===== src/rtl/irq_arb_pkg.sv =====
package irq_arb_pkg;
  localparam int CODE_W    = 3;
  localparam int NUM_CODES = 8;
  localparam int NUM_INT   = 4;
  localparam int NUM_IO    = 3;
  localparam int NUM_REQ   = NUM_INT + NUM_IO;
  localparam int NUM_TSLOT = 4;
  localparam int NUM_SLOTS = NUM_INT + NUM_IO + NUM_TSLOT;
  localparam int CTRL_W    = 32;

  typedef logic [CODE_W-1:0] trap_code_t;

  localparam trap_code_t CODE_IO3  = 3'd0;
  localparam trap_code_t CODE_TMR  = 3'd1;
  localparam trap_code_t CODE_INT1 = 3'd2;

  // control word bit positions
  localparam int POS_INT_INH0 = 28;
  localparam int POS_TSEL_LO  = 20;
  localparam int POS_TMR_INH  = 23;

  // IO index k: 0 = IO1, 1 = IO2, 2 = IO3
  function automatic int io_en_pos(int k);
    return 2 + 4 * k;
  endfunction

  function automatic int io_inh_pos(int k);
    return 4 * k;
  endfunction

  function automatic int io_req_pos(int k);
    return NUM_INT + k;
  endfunction

  function automatic int io_code(int k);
    return (k == 2) ? 0 : 6 + k;
  endfunction

  // ranked slot list, index 0 is the highest
  function automatic bit slot_is_timer(int i);
    return (i <= 7) && ((i % 2) == 1);
  endfunction

  function automatic int slot_tsel(int i);
    return (7 - i) / 2;
  endfunction

  function automatic int slot_code(int i);
    if (slot_is_timer(i)) return 1;
    if (i == 0) return 0;
    if (i <= 8) return i / 2 + 1;
    if (i == 9) return 6;
    return 7;
  endfunction
endpackage


===== src/rtl/irq_src_qual.sv =====
module irq_src_qual
  import irq_arb_pkg::*;
(
  input  logic [NUM_REQ-1:0]   req,
  input  logic [CTRL_W-1:0]    ctrl,
  input  logic                 tmr_pend,
  output logic [NUM_CODES-1:0] qual,
  output logic [1:0]           tsel
);
  wire unused_ctrl_bits = ^ctrl;

  for (genvar k = 0; k < NUM_INT; k++) begin : g_int
    assign qual[int'(CODE_INT1) + k] = req[k] & ~ctrl[POS_INT_INH0 + k];
  end

  for (genvar k = 0; k < NUM_IO; k++) begin : g_io
    localparam int EN  = io_en_pos(k);
    localparam int INH = io_inh_pos(k);
    localparam int RQ  = io_req_pos(k);
    localparam int CD  = io_code(k);
    assign qual[CD] = req[RQ] & ctrl[EN] & ~ctrl[INH];
  end

  assign qual[CODE_TMR] = tmr_pend & ~ctrl[POS_TMR_INH];
  assign tsel           = ctrl[POS_TSEL_LO +: 2];
endmodule


===== src/rtl/irq_prio_pick.sv =====
module irq_prio_pick
  import irq_arb_pkg::*;
(
  input  logic [NUM_CODES-1:0] qual,
  input  logic [1:0]           tsel,
  output logic                 any,
  output trap_code_t           code
);
  logic [NUM_SLOTS-1:0] hit;
  trap_code_t           slot_cd [NUM_SLOTS];

  for (genvar i = 0; i < NUM_SLOTS; i++) begin : g_slot
    localparam int SC = slot_code(i);
    assign slot_cd[i] = trap_code_t'(SC);
    if (slot_is_timer(i)) begin : g_t
      localparam int TS = slot_tsel(i);
      assign hit[i] = qual[CODE_TMR] & (tsel == 2'(TS));
    end else begin : g_s
      assign hit[i] = qual[SC];
    end
  end

  always_comb begin
    any  = 1'b0;
    code = '0;
    for (int i = NUM_SLOTS - 1; i >= 0; i--) begin
      if (hit[i]) begin
        any  = 1'b1;
        code = slot_cd[i];
      end
    end
  end
endmodule


===== src/rtl/irq_block_ctr.sv =====
module irq_block_ctr #(
  parameter int LOAD_VAL = 2,
  localparam int CNT_W   = $clog2(LOAD_VAL + 1)
) (
  input  logic             clk,
  input  logic             rst,
  input  logic             insn_start,
  input  logic             call_seen,
  output logic             check_en,
  output logic [CNT_W-1:0] cnt
);
  logic [CNT_W-1:0] cnt_q;

  assign check_en = (cnt_q <= CNT_W'(1));
  assign cnt      = cnt_q;

  always_ff @(posedge clk) begin
    if (rst)
      cnt_q <= '0;
    else if (call_seen)
      cnt_q <= CNT_W'(LOAD_VAL);
    else if (insn_start && cnt_q != '0)
      cnt_q <= cnt_q - CNT_W'(1);
  end
endmodule


===== src/rtl/irq_boundary_arbiter.sv =====
module irq_boundary_arbiter
  import irq_arb_pkg::*;
#(
  parameter int BLOCK_LOAD = 2,
  localparam int CNT_W     = $clog2(BLOCK_LOAD + 1)
) (
  input  logic               clk,
  input  logic               rst,
  input  logic               insn_start,
  input  logic               call_seen,
  input  logic               lock_flag,
  input  logic [NUM_REQ-1:0] req_lines,
  input  logic [CTRL_W-1:0]  fcr,
  input  logic               timer_fire,
  output logic               take_irq,
  output logic [CODE_W-1:0]  trap_num,
  output logic               timer_pending
);
  logic [NUM_CODES-1:0] qual;
  logic [1:0]           tsel;
  logic                 any;
  trap_code_t           code;
  logic                 check_en;
  logic [CNT_W-1:0]     blk_cnt;
  logic                 grant_d;

  irq_src_qual u_qual (
    .req      (req_lines),
    .ctrl     (fcr),
    .tmr_pend (timer_pending),
    .qual     (qual),
    .tsel     (tsel)
  );

  irq_prio_pick u_pick (
    .qual (qual),
    .tsel (tsel),
    .any  (any),
    .code (code)
  );

  irq_block_ctr #(.LOAD_VAL(BLOCK_LOAD)) u_blk (
    .clk        (clk),
    .rst        (rst),
    .insn_start (insn_start),
    .call_seen  (call_seen),
    .check_en   (check_en),
    .cnt        (blk_cnt)
  );

  assign grant_d = insn_start & check_en & ~lock_flag & any;

  always_ff @(posedge clk) begin
    if (rst) begin
      take_irq      <= 1'b0;
      trap_num      <= '0;
      timer_pending <= 1'b0;
    end else begin
      take_irq <= grant_d;
      if (grant_d)
        trap_num <= code;
      if (timer_fire)
        timer_pending <= 1'b1;
      else if (grant_d && code == CODE_TMR)
        timer_pending <= 1'b0;
    end
  end
endmodule


===== config.mk =====
export PLATFORM = sky130hd
export DESIGN_NAME = irq_boundary_arbiter
export DESIGN_NICKNAME = d
export VERILOG_FILES = /design/src/rtl/irq_arb_pkg.sv /design/src/rtl/irq_src_qual.sv /design/src/rtl/irq_prio_pick.sv /design/src/rtl/irq_block_ctr.sv /design/src/rtl/irq_boundary_arbiter.sv
export SDC_FILE = /design/constraint.sdc
export NUM_CORES = 1
export LEC_CHECK = 0
export CAP_MARGIN = 20
export CORE_UTILIZATION = 30
export CTS_CLUSTER_DIAMETER = 50
export DETAILED_ROUTE_END_ITERATION = 8
export PLACE_DENSITY = 0.78
export SKIP_CTS_REPAIR_TIMING = 1
export SYNTH_ARGS = -nofsm -noshare
export SYNTH_HDL_FRONTEND = slang
export SYNTH_SLANG_ARGS = --single-unit

===== constraint.sdc =====
create_clock -name clk -period 2.05 [get_ports clk]
set_input_delay 0.615 -clock clk [delete_from_list [all_inputs] [get_ports clk]]
set_output_delay 0.615 -clock clk [all_outputs]
set_load 0.01 [all_outputs]

Word level (Yosys, flattened, before mapping):

Cells that the tools add are included.

* add/sub/neg operators: 1
* multipliers: 0
* div/mod/pow operators: 0
* magnitude comparators: 1
* equal/unequal tests: 4
* shift-type cells: 0
* muxes and demuxes: 26
* bitwise gates (word level): 27
* reduce and logical (&&, ||, !) cells: 7

Operator list (count)
* two-way mux 3 bit: 11
* bitwise AND 1 bit: 18
* two-way mux 1 bit: 13
* inverter 1 bit: 9
* nonzero test 2 bit: 3
* equality test 2 bit, second input constant: 2
* two-way mux 2 bit: 2
* equality test 3 x 1 -> 1 bit, second input constant: 1
* equality test 2 x 1 -> 1 bit, second input constant: 1
* less-or-equal comparator 2 x 1 -> 1 bit, second input constant: 1
* logical AND 1 bit: 2
* logical NOT 2 bit: 1
* OR reduction 2 bit: 1
* subtractor 2 x 1 -> 2 bit, second input constant: 1

* register bits after elaboration: 7
* bits in latches: 0
* RAM bits: 0
* memory bits (read-only): 0
* bits of input ports: 45
* output and inout bits: 5
* memories: 0

Logic depth before layout (Yosys ltp):

Gate-level depths: netlist of the first run.

* word-level depth: 17
* mapped depth: 6
* gate-level depth less buffers: 6

By module:

Synthesis of the first run repeated with hierarchy kept, for this count alone.

* cells, all modules: 62
* area, all modules: 539.3 µm²

Modules (own cells, without submodules)
* irq_boundary_arbiter: instances 1, cells each 20, area each 221.5 µm²
* irq_block_ctr: instances 1, cells each 13, area each 125.1 µm²
* irq_prio_pick: instances 1, cells each 19, area each 120.1 µm²
* irq_src_qual: instances 1, cells each 10, area each 72.6 µm²

Worst setup path after synthesis of the first run:

Ideal clock, no wire load.

* path kind: input -> register
* from: in fcr[4]
* to: reg timer_pending
* setup time: 0.088 ns
* arrival time: 1.541 ns
* data required time: 1.962 ns
* setup slack: 0.421 ns
* cell stages on the path: 5
* path buffers: 0
* cell sequence: nand3b_1 -> and2_4 -> a2111oi_4 -> nor2_2 -> a311oi_2

* longest elaborated chain between the ends: 16
* elaborated cells on any way between the ends: 28

Ends and longest elaborated chain
* from (decl): line irq_boundary_arbiter.sv:13 `input logic [CTRL_W-1:0] fcr,`
* inverter 1 bit (*): line irq_src_qual.sv:21 `assign qual[CD] = req[RQ] & ctrl[EN] & ~ctrl[INH];`
* bitwise AND 1 bit (*): line irq_src_qual.sv:21
* two-way mux 3 bit / two-way mux 1 bit (equally long branches) (11 in a row): line irq_prio_pick.sv:27 `if (hit[i]) begin`
* equality test 3 x 1 -> 1 bit / bitwise AND 1 bit (equally long branches): line irq_boundary_arbiter.sv:64, irq_boundary_arbiter.sv:51
* logical AND 1 bit (*): line irq_boundary_arbiter.sv:64 `else if (grant_d && code == CODE_TMR)`
* nonzero test 2 bit (no source line) (*)
* to (signal assigned): line irq_boundary_arbiter.sv:57 `timer_pending <= 1'b0;`
* to (signal assigned): line irq_boundary_arbiter.sv:63 `timer_pending <= 1'b1;`
* to (signal assigned): line irq_boundary_arbiter.sv:65 `timer_pending <= 1'b0;`
* to (decl): line irq_boundary_arbiter.sv:17 `output logic timer_pending`

Every way passes the cells marked *; elsewhere a longest branch is shown, timed or not.
A chain may end at the register's enable or synchronous reset.

Final worst setup path of the first run:

* from: in req_lines[1]
* to: reg trap_num[2]

* longest elaborated chain between the ends: 7
* elaborated cells on any way between the ends: 12

Ends and longest elaborated chain
* from (decl): line irq_boundary_arbiter.sv:12 `input logic [NUM_REQ-1:0] req_lines,`
* bitwise AND 1 bit (*): line irq_src_qual.sv:13 `assign qual[int'(CODE_INT1) + k] = req[k] & ~ctrl[POS_INT_INH0 + k];`
* two-way mux 1 bit (5 in a row): line irq_prio_pick.sv:27
* bitwise AND 1 bit: line irq_boundary_arbiter.sv:51 `assign grant_d = insn_start & check_en & ~lock_flag & any;`
* to (signal assigned): line irq_boundary_arbiter.sv:61 `trap_num <= code;`
* to (decl): line irq_boundary_arbiter.sv:16 `output logic [CODE_W-1:0] trap_num,`

Marks and branches as above.

==> impl_metrics.ini, run 1 <==
[yosys]
syn-cell-area_um2 = 562
synth_cell_type_count = 29
synth_area_leaders = dfxtp_1 25%, nor2b_4 7.3%, nor2_1 5.3%
ys_ff_latch = 7
yosys_warnings = 0
synth_top_area_cell = dfxtp_1
syn_nets = 106
yosys.area.top_type_share_pct = 24.9
postSynthCellCount = 59
syn_avg_cell_area_um2 = 9.52
yosysSeqAreaShare_pct = 24.9

[critical_path]
r2r_slack_ns = 0.63
crit_required_ns = 2.19
reg2reg_depth = 5
critPathArrivalTime_ns = 2.06
worstPathMaxFanout = 6
criticalPathCategory = in -> reg
cp-start-kind = input pin
endpoint_kind = flop

[clocking]
clk_latency_ns = 0.26
cts_tree = yes
cts_root_buffer = clkbuf_4
numCtsBuffers = 3
cts_sinks = 7
clkTransAtPathRegs_ns = 0.06
cts_buffer_depth = 2
cts-htree-levels = 1

[cells_and_area]
nets = 143
diodes = 0
fill_cells = 166
drive_gt1_share_pct = 20.0
syn_to_final_growth_pct = 66.6
instances_no_fill = 120

[placed_design]
io_buffers = 30
dp_hpwl_mm = 1.08
place_inst = 116
place_ws_ns = -0.144
gp_congestion = 0.714

[pwr]
power.leakage_nw = 0.393
power_mw = 0.428
ir_drop_uv = 447
power_density_mw_per_mm2 = 458

[drt]
ant_nets = 0
wl_per_cell_um = 10.4
dr.pass1.iters = 4
dr_total_vias = 566
wl_mm = 1.25
drt_iter0_markers = 8
vias_per_cell = 4.72
drc_errors = 0

[sta]
setup_violations = 0
fin_ws_ns = 0.135
tightestPinTransition_ns = 0.391
max_freq_mhz = 522
period_share_pct = 93.4
relSlewSlack_pct = 73.9
finalSetupTns_ns = 0
whs_ns = 0.501
report.final.slew_viol_count = 0
hold_viol = 0
clock-skew-final_ns = 0.00421
rsz0062_at_grt = no
post-route-min-period_ns = 1.91

[outcome]
status = complete, no violations

[worst_hold_path]
hold_path.class = reg -> reg
hold_depth = 2

[floorplanning]
die_area_mm2 = 0.00205
dieHeight_um = 45.3
initial_core_util_pct = 32.2
num_rows = 15
core_area_mm2 = 0.00175
dieWidth_um = 45.3
ios = 50

[flow_run]
drv_cap = 0

[global_route]
grt_pass1_vias = 519
grt_pass1_wl_mm = 1.99
globalRouteTotalUtil_pct = 13.5
grt.overflow.total = 0
antenna_found_initial = 0
grt_max_degree = 8
## routing by layer
metal	track usage, %	part of all wire (%)	vias up
li1	-	-	288
met3	6.00	7.9	0
met4	3.64	0	0
met1	15.0	42	252
met5	0	0	-
met2	23.2	50	26
## synthesized netlist by cell type
cell / number
nor2_1: 8
dfxtp_1: 7
inv_1: 4
nor3_1: 4
nand2b_1: 3
nor2b_4: 3
and3b_1: 2
ha_1: 2
mux2i_1: 2
nand3b_1: 2
nor2_2: 2
nor2b_1: 2
o211ai_1: 2
a2111oi_2: 1
a2111oi_4: 1
a211oi_1: 1
a21boi_2: 1
a21oi_1: 1
a221oi_2: 1
a311oi_2: 1
a31o_2: 1
and2_4: 1
nand2_1: 1
nand3b_4: 1
o211a_1: 1
o22ai_1: 1
o311a_1: 1
or2_1: 1
xnor2_1: 1
## worst paths after layout
check           startpoint       endpoint
max           req_lines[1]    trap_num[2]
min           u_blk.cnt[1]   u_blk.cnt[1]
max reg2reg  timer_pending  timer_pending
min reg2reg   u_blk.cnt[1]   u_blk.cnt[1]
## critical path, stage by stage
cell	delay (ns)
clkdlybuf4s50_1	0.44
nor2b_1	0.35
nor3_1	0.11
a31o_2	0.31
mux2i_1	0.18
nor2_1	0.06
## layout make-up
type | count | area, um^2 | area share, %
Timing Repair Buffer | 32 | 315 | 33.7
Inverter | 4 | 15.0 | 1.60
Tap cell | 25 | 31.3 | 3.34
Sequential cell | 7 | 140 | 15.0
Clock buffer | 3 | 22.5 | 2.41
Clock inverter | 1 | 5.00 | 0.535
Multi-Input combinational cell | 48 | 407 | 43.4
## flip-flops by register name, summed over array words and instances (netlist names)
name / count
timer_pending: 1
u_blk.cnt: 2
trap_num: 3
take_irq: 1
## stage by stage
| stage | utilization (%) | instance area [um^2] |
|---|---|---|
| after CTS | 53.6 | 936 |
| after global placement | 52.0 | 908 |
| after floorplan | - | 562 |
| after detailed placement | 52.0 | 908 |
| after global routing | 53.6 | 936 |
| final | 53.6 | 936 |
## placed cells by master, fill, tap and decap left out, types with 2 or more instances in the layout
master and count:
clkdlybuf4s50_1 30, nor2_1 8, dfxtp_1 7, inv_1 4, nor3_1 4, nor2b_4 3
nand2b_1 3, clkbuf_4 3, nand3b_1 2, and3b_1 2, nor2b_1 2, o211ai_1 2
nor2_2 2, mux2i_1 2, ha_1 2, buf_4 2
## where the power goes
group          switching [mW]  leakage [nW]  internal (mW)  total (mW)
Clock                  0.0588        0.0177         0.0717       0.131
Sequential            0.00375        0.0575          0.144       0.148
Combinational          0.0576         0.317         0.0925       0.150
Total                   0.120         0.393          0.308       0.428
## logic make-up after synthesis
logic type / Yosys count / synth area share, %
compound gates: 13 / 26.1
xor+xnor: 1 / 1.56
fa+ha+maj: 2 / 4.45
buf+inv: 4 / 2.67
flops: 7 / 24.9
mux: 2 / 3.56
simple gates: 30 / 36.7
Note: power is estimated with default switching activity, not from simulation.
==> run 2, diff against run 1 <==
Settings changed: REMOVE_ABC_BUFFERS set to 1.
==> results of run 2 <==
The final DEF is identical to that of run 1; final timing and power are the same.
